$ cat src/rtl/txb_pkg.sv
package txb_pkg;
  localparam int unsigned CNT_W_DEF = 20;
  localparam int unsigned TX_W_DEF  = 17;
  localparam int unsigned PEND_PAD  = 4;
  // arrivals presented in one cycle: plain + budget-carrying
  typedef logic [1:0] arr_dec_t;
endpackage

$ cat src/rtl/txb_arrive_ctr.sv
module txb_arrive_ctr
  import txb_pkg::*;
#(
  parameter int unsigned CNT_W = CNT_W_DEF
) (
  input  logic             clk_i,
  input  logic             rst_ni,
  input  logic             init_i,
  input  logic [CNT_W-1:0] init_cnt_i,
  input  arr_dec_t         dec_i,
  input  logic             flip_i,
  output logic [CNT_W-1:0] cnt_nxt_o,
  output logic             uflow_o
);
  logic [CNT_W-1:0] cnt_q, reload_q, dec_w;

  assign dec_w     = CNT_W'(dec_i);
  assign uflow_o   = dec_w > cnt_q;
  assign cnt_nxt_o = uflow_o ? '0 : cnt_q - dec_w;

  always_ff @(posedge clk_i or negedge rst_ni) begin
    if (!rst_ni) begin
      cnt_q    <= '0;
      reload_q <= '0;
    end else if (init_i) begin
      cnt_q    <= init_cnt_i;
      reload_q <= init_cnt_i;
    end else if (flip_i) begin
      cnt_q    <= reload_q;
    end else begin
      cnt_q    <= cnt_nxt_o;
    end
  end
endmodule

$ cat src/rtl/txb_byte_ctr.sv
module txb_byte_ctr
  import txb_pkg::*;
#(
  parameter int unsigned TX_W = TX_W_DEF,
  localparam int unsigned PEND_W = TX_W + PEND_PAD
) (
  input  logic                     clk_i,
  input  logic                     rst_ni,
  input  logic                     init_i,
  input  logic                     add_i,
  input  logic [TX_W-1:0]          add_bytes_i,
  input  logic                     sub_i,
  input  logic [TX_W-1:0]          sub_bytes_i,
  input  logic                     flip_i,
  output logic signed [PEND_W-1:0] pend_nxt_o
);
  logic signed [PEND_W-1:0] pend_q, add_w, sub_w;

  // negative balance = bytes delivered ahead of their budget
  assign add_w      = add_i ? $signed({{PEND_PAD{1'b0}}, add_bytes_i}) : '0;
  assign sub_w      = sub_i ? $signed({{PEND_PAD{1'b0}}, sub_bytes_i}) : '0;
  assign pend_nxt_o = pend_q + add_w - sub_w;

  always_ff @(posedge clk_i or negedge rst_ni) begin
    if (!rst_ni)                pend_q <= '0;
    else if (init_i || flip_i)  pend_q <= '0;
    else                        pend_q <= pend_nxt_o;
  end
endmodule

$ cat src/rtl/txn_phase_barrier.sv
module txn_phase_barrier
  import txb_pkg::*;
#(
  parameter int unsigned CNT_W = CNT_W_DEF,
  parameter int unsigned TX_W  = TX_W_DEF
) (
  input  logic             clk_i,
  input  logic             rst_ni,
  input  logic             init_i,
  input  logic [CNT_W-1:0] init_cnt_i,
  input  logic             arrive_i,
  input  logic             arrive_tx_i,
  input  logic [TX_W-1:0]  tx_bytes_i,
  input  logic             cmpl_i,
  input  logic [TX_W-1:0]  cmpl_bytes_i,
  input  logic             wait_vld_i,
  input  logic             wait_par_i,
  output logic             done_o,
  output logic             phase_o,
  output logic             err_o
);
  localparam int unsigned PEND_W = TX_W + PEND_PAD;

  logic [CNT_W-1:0]         cnt_nxt;
  logic signed [PEND_W-1:0] pend_nxt;
  logic                     uflow, ev, flip, phase_q, err_q;
  arr_dec_t                 dec;

  assign dec  = arr_dec_t'(arrive_i) + arr_dec_t'(arrive_tx_i);
  assign ev   = arrive_i | arrive_tx_i | cmpl_i;
  assign flip = !init_i && ev && (cnt_nxt == '0) && (pend_nxt == '0);

  txb_arrive_ctr #(.CNT_W(CNT_W)) i_arrive_ctr (
    .clk_i      (clk_i),
    .rst_ni     (rst_ni),
    .init_i     (init_i),
    .init_cnt_i (init_cnt_i),
    .dec_i      (dec),
    .flip_i     (flip),
    .cnt_nxt_o  (cnt_nxt),
    .uflow_o    (uflow)
  );

  txb_byte_ctr #(.TX_W(TX_W)) i_byte_ctr (
    .clk_i       (clk_i),
    .rst_ni      (rst_ni),
    .init_i      (init_i),
    .add_i       (arrive_tx_i),
    .add_bytes_i (tx_bytes_i),
    .sub_i       (cmpl_i),
    .sub_bytes_i (cmpl_bytes_i),
    .flip_i      (flip),
    .pend_nxt_o  (pend_nxt)
  );

  always_ff @(posedge clk_i or negedge rst_ni) begin
    if (!rst_ni) begin
      phase_q <= 1'b0;
      err_q   <= 1'b0;
    end else if (init_i) begin
      phase_q <= 1'b0;
      err_q   <= 1'b0;
    end else begin
      if (flip) phase_q <= ~phase_q;
      if (uflow || (flip && wait_vld_i)) err_q <= 1'b1;
    end
  end

  assign done_o  = wait_vld_i && (phase_q != wait_par_i);
  assign phase_o = phase_q;
  assign err_o   = err_q;
endmodule

$ cat config.mk
export PLATFORM = sky130hd
export DESIGN_NAME = txn_phase_barrier
export DESIGN_NICKNAME = d
export VERILOG_FILES = /design/src/rtl/txb_pkg.sv /design/src/rtl/txb_arrive_ctr.sv /design/src/rtl/txb_byte_ctr.sv /design/src/rtl/txn_phase_barrier.sv
export SDC_FILE = /design/constraint.sdc
export NUM_CORES = 1
export LEC_CHECK = 0
export ABC_AREA = 0
export BUFFER_PORTS_ARGS = -buffer_cell sky130_fd_sc_hd__buf_2
export CORE_ASPECT_RATIO = 1.4
export CORE_MARGIN = 2
export CORE_UTILIZATION = 25
export DETAILED_ROUTE_END_ITERATION = 6
export PLACE_DENSITY = 0.4
export SLEW_MARGIN = 20
export SYNTH_ARGS = -nofsm -noshare
export SYNTH_HDL_FRONTEND = slang
export SYNTH_SLANG_ARGS = --single-unit
$ cat constraint.sdc
create_clock -name clk_i -period 4.83 [get_ports clk_i]
set_clock_uncertainty 0.2 [all_clocks]
set_input_delay 0.2415 -clock clk_i [delete_from_list [all_inputs] [get_ports clk_i]]
set_output_delay 0.2415 -clock clk_i [all_outputs]
set_load 0.01 [all_outputs]
==> results.cfg <==
[worst_setup_path]
cp_max_fo = 5
crit_required_ns = 4.84
cp-end-kind = flip-flop
critPathKind = reg2reg
critPathArrivalTime_ns = 4.26
start_kind = flip-flop

[cells_and_area]
final_net_count = 725
area_growth_pct = 22.78
final_area_um2 = 6097
n_antenna_cell = 0
stdcell_count = 877
fill_cells = 2111
drive_gt1_frac = 0.2000

[sta]
tightest_slew_ns = 0.8082
maxSlewHeadroom = 0.4612
fin_setup_tns_ns = 0
period_share = 0.8789
drv_slew = 0
hold_viol_final = 0
fin_ws_ns = 0.5848
rsz0062_at_grt = no
fmax_ghz = 0.2356
min_period_ns = 4.245
setup_viol = 0
whs_ns = 0.07931

[clock_tree]
postCtsSetupBuffers = 0
clk_pin_slew_ns = 0.06
cts_htree_levels = 3
cts_root_buffer = clkbuf_16
cts_tree = done
cts_resized = 0
clkLatencyLatePin_ns = 0.33
clock_path_buffers = 2
cts_made_buffers = 9
clkSinkCount = 63

[floorplanning]
start_util = 0.2522
die_y_um = 170.8
rows = 61
fp.dieArea_um2 = 21020
core_um2 = 19690
io-pin-count = 65
die_w_um = 123.1

[logic_synthesis]
yosys_warnings = 0
yosys.area.top_type = dfrtp_1
ys_async_sr_fraction = 1.000
synth_ff_type = dfrtp_1
synth-edff-count = 0
synth.most_common_cell = dfrtp_1
yosys.cell_types.count = 69
synth_area_leaders = dfrtp_1 (32%), fa_1 (7.3%), ha_1 (6.3%)
avgSynthCellArea_um2 = 9.196
ys_seq_area_frac = 0.3175
ys_ff_latch = 63
synth_cells = 540
synth_commonest_cells = dfrtp_1 (63), nor2_1 (43), nand2_1 (38)
synth_top_area_frac = 0.3175
synth_nets = 645
synth_area_um2 = 4966

[routing]
drt_first_pass_iters = 4
routed_wl_um = 14770
drt_iter0_drc = 243
post-route-drc-count = 0
route.antenna.remaining_nets = 0
num_vias = 4344
avgRoutedWirePerCell_um = 16.84
viasPerCell = 4.953

[global_route]
grt_pass1_vias = 4554
grt_start_max_net_pins = 74
grt-ovfl-total = 0
grt_pass1_wl_um = 24000
grtUsageTotal = 0.1469
antenna_found_initial = 0

[power]
power_density_nw_per_um2 = 586.2
p_leak_nw = 2.591
ir_drop_v = 0.0001946

[placed_design]
hpwl_um = 11280
dp_cells = 839
dpl-instance-area_um2 = 5567
io_buffer_count = 64
gp_congestion = 0.8910
dp_slack_ns = 0.2706

[run_status]
status = completed

[min_path]
hold_path.class = in2reg

[job]
cap_violations = 0
[layout by cell type (no fill, tap or decap), types with 18 or more instances in the layout]
cell type / netlist / final
nand2_1: 38 / 38
nor2_1: 43 / 43
nand4_1: 18 / 18
xnor2_1: 18 / 18
and2_1: 24 / 24
dlygate4sd3_1: 0 / 22
buf_2: 3 / 64
mux2_2: 19 / 19
nor3_1: 21 / 21
fa_1: 18 / 18
a21oi_1: 35 / 35
inv_1: 19 / 19
dfrtp_1: 63 / 63
ha_1: 25 / 25
[sequential cells by signal, summed over array words and instances (netlist names)]
| signal | count |
|---|---|
| err_o | 1 |
| phase_o | 1 |
| i_arrive_ctr.cnt_q | 20 |
| i_arrive_ctr.reload_q | 20 |
| i_byte_ctr.pend_q | 21 |
[path summary, 6_finish.rpt]
path,start,to,slack [ns],cells after the start
min reg2reg,i_arrive_ctr.reload_q[12]$_DFFE_PN0P_,i_arrive_ctr.reload_q[12]$_DFFE_PN0P_,0.28,2
min in group asynchronous,rst_ni,i_arrive_ctr.reload_q[16]$_DFFE_PN0P_,0.31,2
max,i_byte_ctr.pend_q[1]$_DFF_PN0_,i_byte_ctr.pend_q[14]$_DFF_PN0_,0.58,11
min,init_i,i_arrive_ctr.cnt_q[18]$_DFF_PN0_,0.08,3
max in group asynchronous,rst_ni,i_arrive_ctr.reload_q[14]$_DFFE_PN0P_,3.17,3
max reg2reg,i_byte_ctr.pend_q[1]$_DFF_PN0_,i_byte_ctr.pend_q[14]$_DFF_PN0_,0.58,11
[power breakdown]
group	internal [mW]	switching, mW
clock network	0.440	0.241
registers	0.641	0.0831
logic	0.819	1.35
[through the flow]
step,utilization,power [mW]
6_report,0.3096,3.574
5_1_grt,0.3096,3.878
4_1_cts,0.3096,3.610
3_5_place_dp,0.2827,2.882
3_3_place_gp,0.2827,2.891
2_1_floorplan,-,2.255
[cell type report]
type / count / area [µm²] / area share
tap: 252 / 315.3 / 0.05171
timing repair buffer: 98 / 630.6 / 0.1034
clock inverter: 3 / 40.04 / 0.006567
inverter: 19 / 71.32 / 0.01170
clock buffer: 13 / 270.3 / 0.04433
multi-input combinational: 429 / 3193 / 0.5237
sequential: 63 / 1577 / 0.2586
[what timing repair did]
item | in CTS | in global routing
hold buffers | 22 | 0
setup endpoints to repair | 0 | 0
endpoints found under the hold margin | 66 | 0
[metal layers]
layer / wire length, µm / vias to the layer above / track usage
met3: 438 / 18 / 0.02100
met4: 274 / 0 / 0.04941
met2: 7972 / 82 / 0.2698
met1: 6081 / 2119 / 0.1722
li1: - / 2125 / -
met5: 0 / - / 0
[critical path: stages (launching register included)]
cell and delay, ns:
dfrtp_1 0.38, fa_1 0.54, fa_1 0.50, a21o_1 0.21, a221o_1 0.38, a31oi_1 0.34, o21ai_0 0.18, a311oi_1 0.42
nand4_1 0.22, nor2_4 0.15, a31oi_1 0.28, and4_1 0.32
[kinds of logic after synthesis]
family	share of synthesized area
adders and majority gates	0.1356
muxes	0.05014
DFF	0.3175
and+or+nand+nor	0.2399
buffers and inverters	0.03956
xor gates and xnor gates	0.04938
AOI/OAI and AO/OA	0.1681
Power figures use the tool's default switching activity.
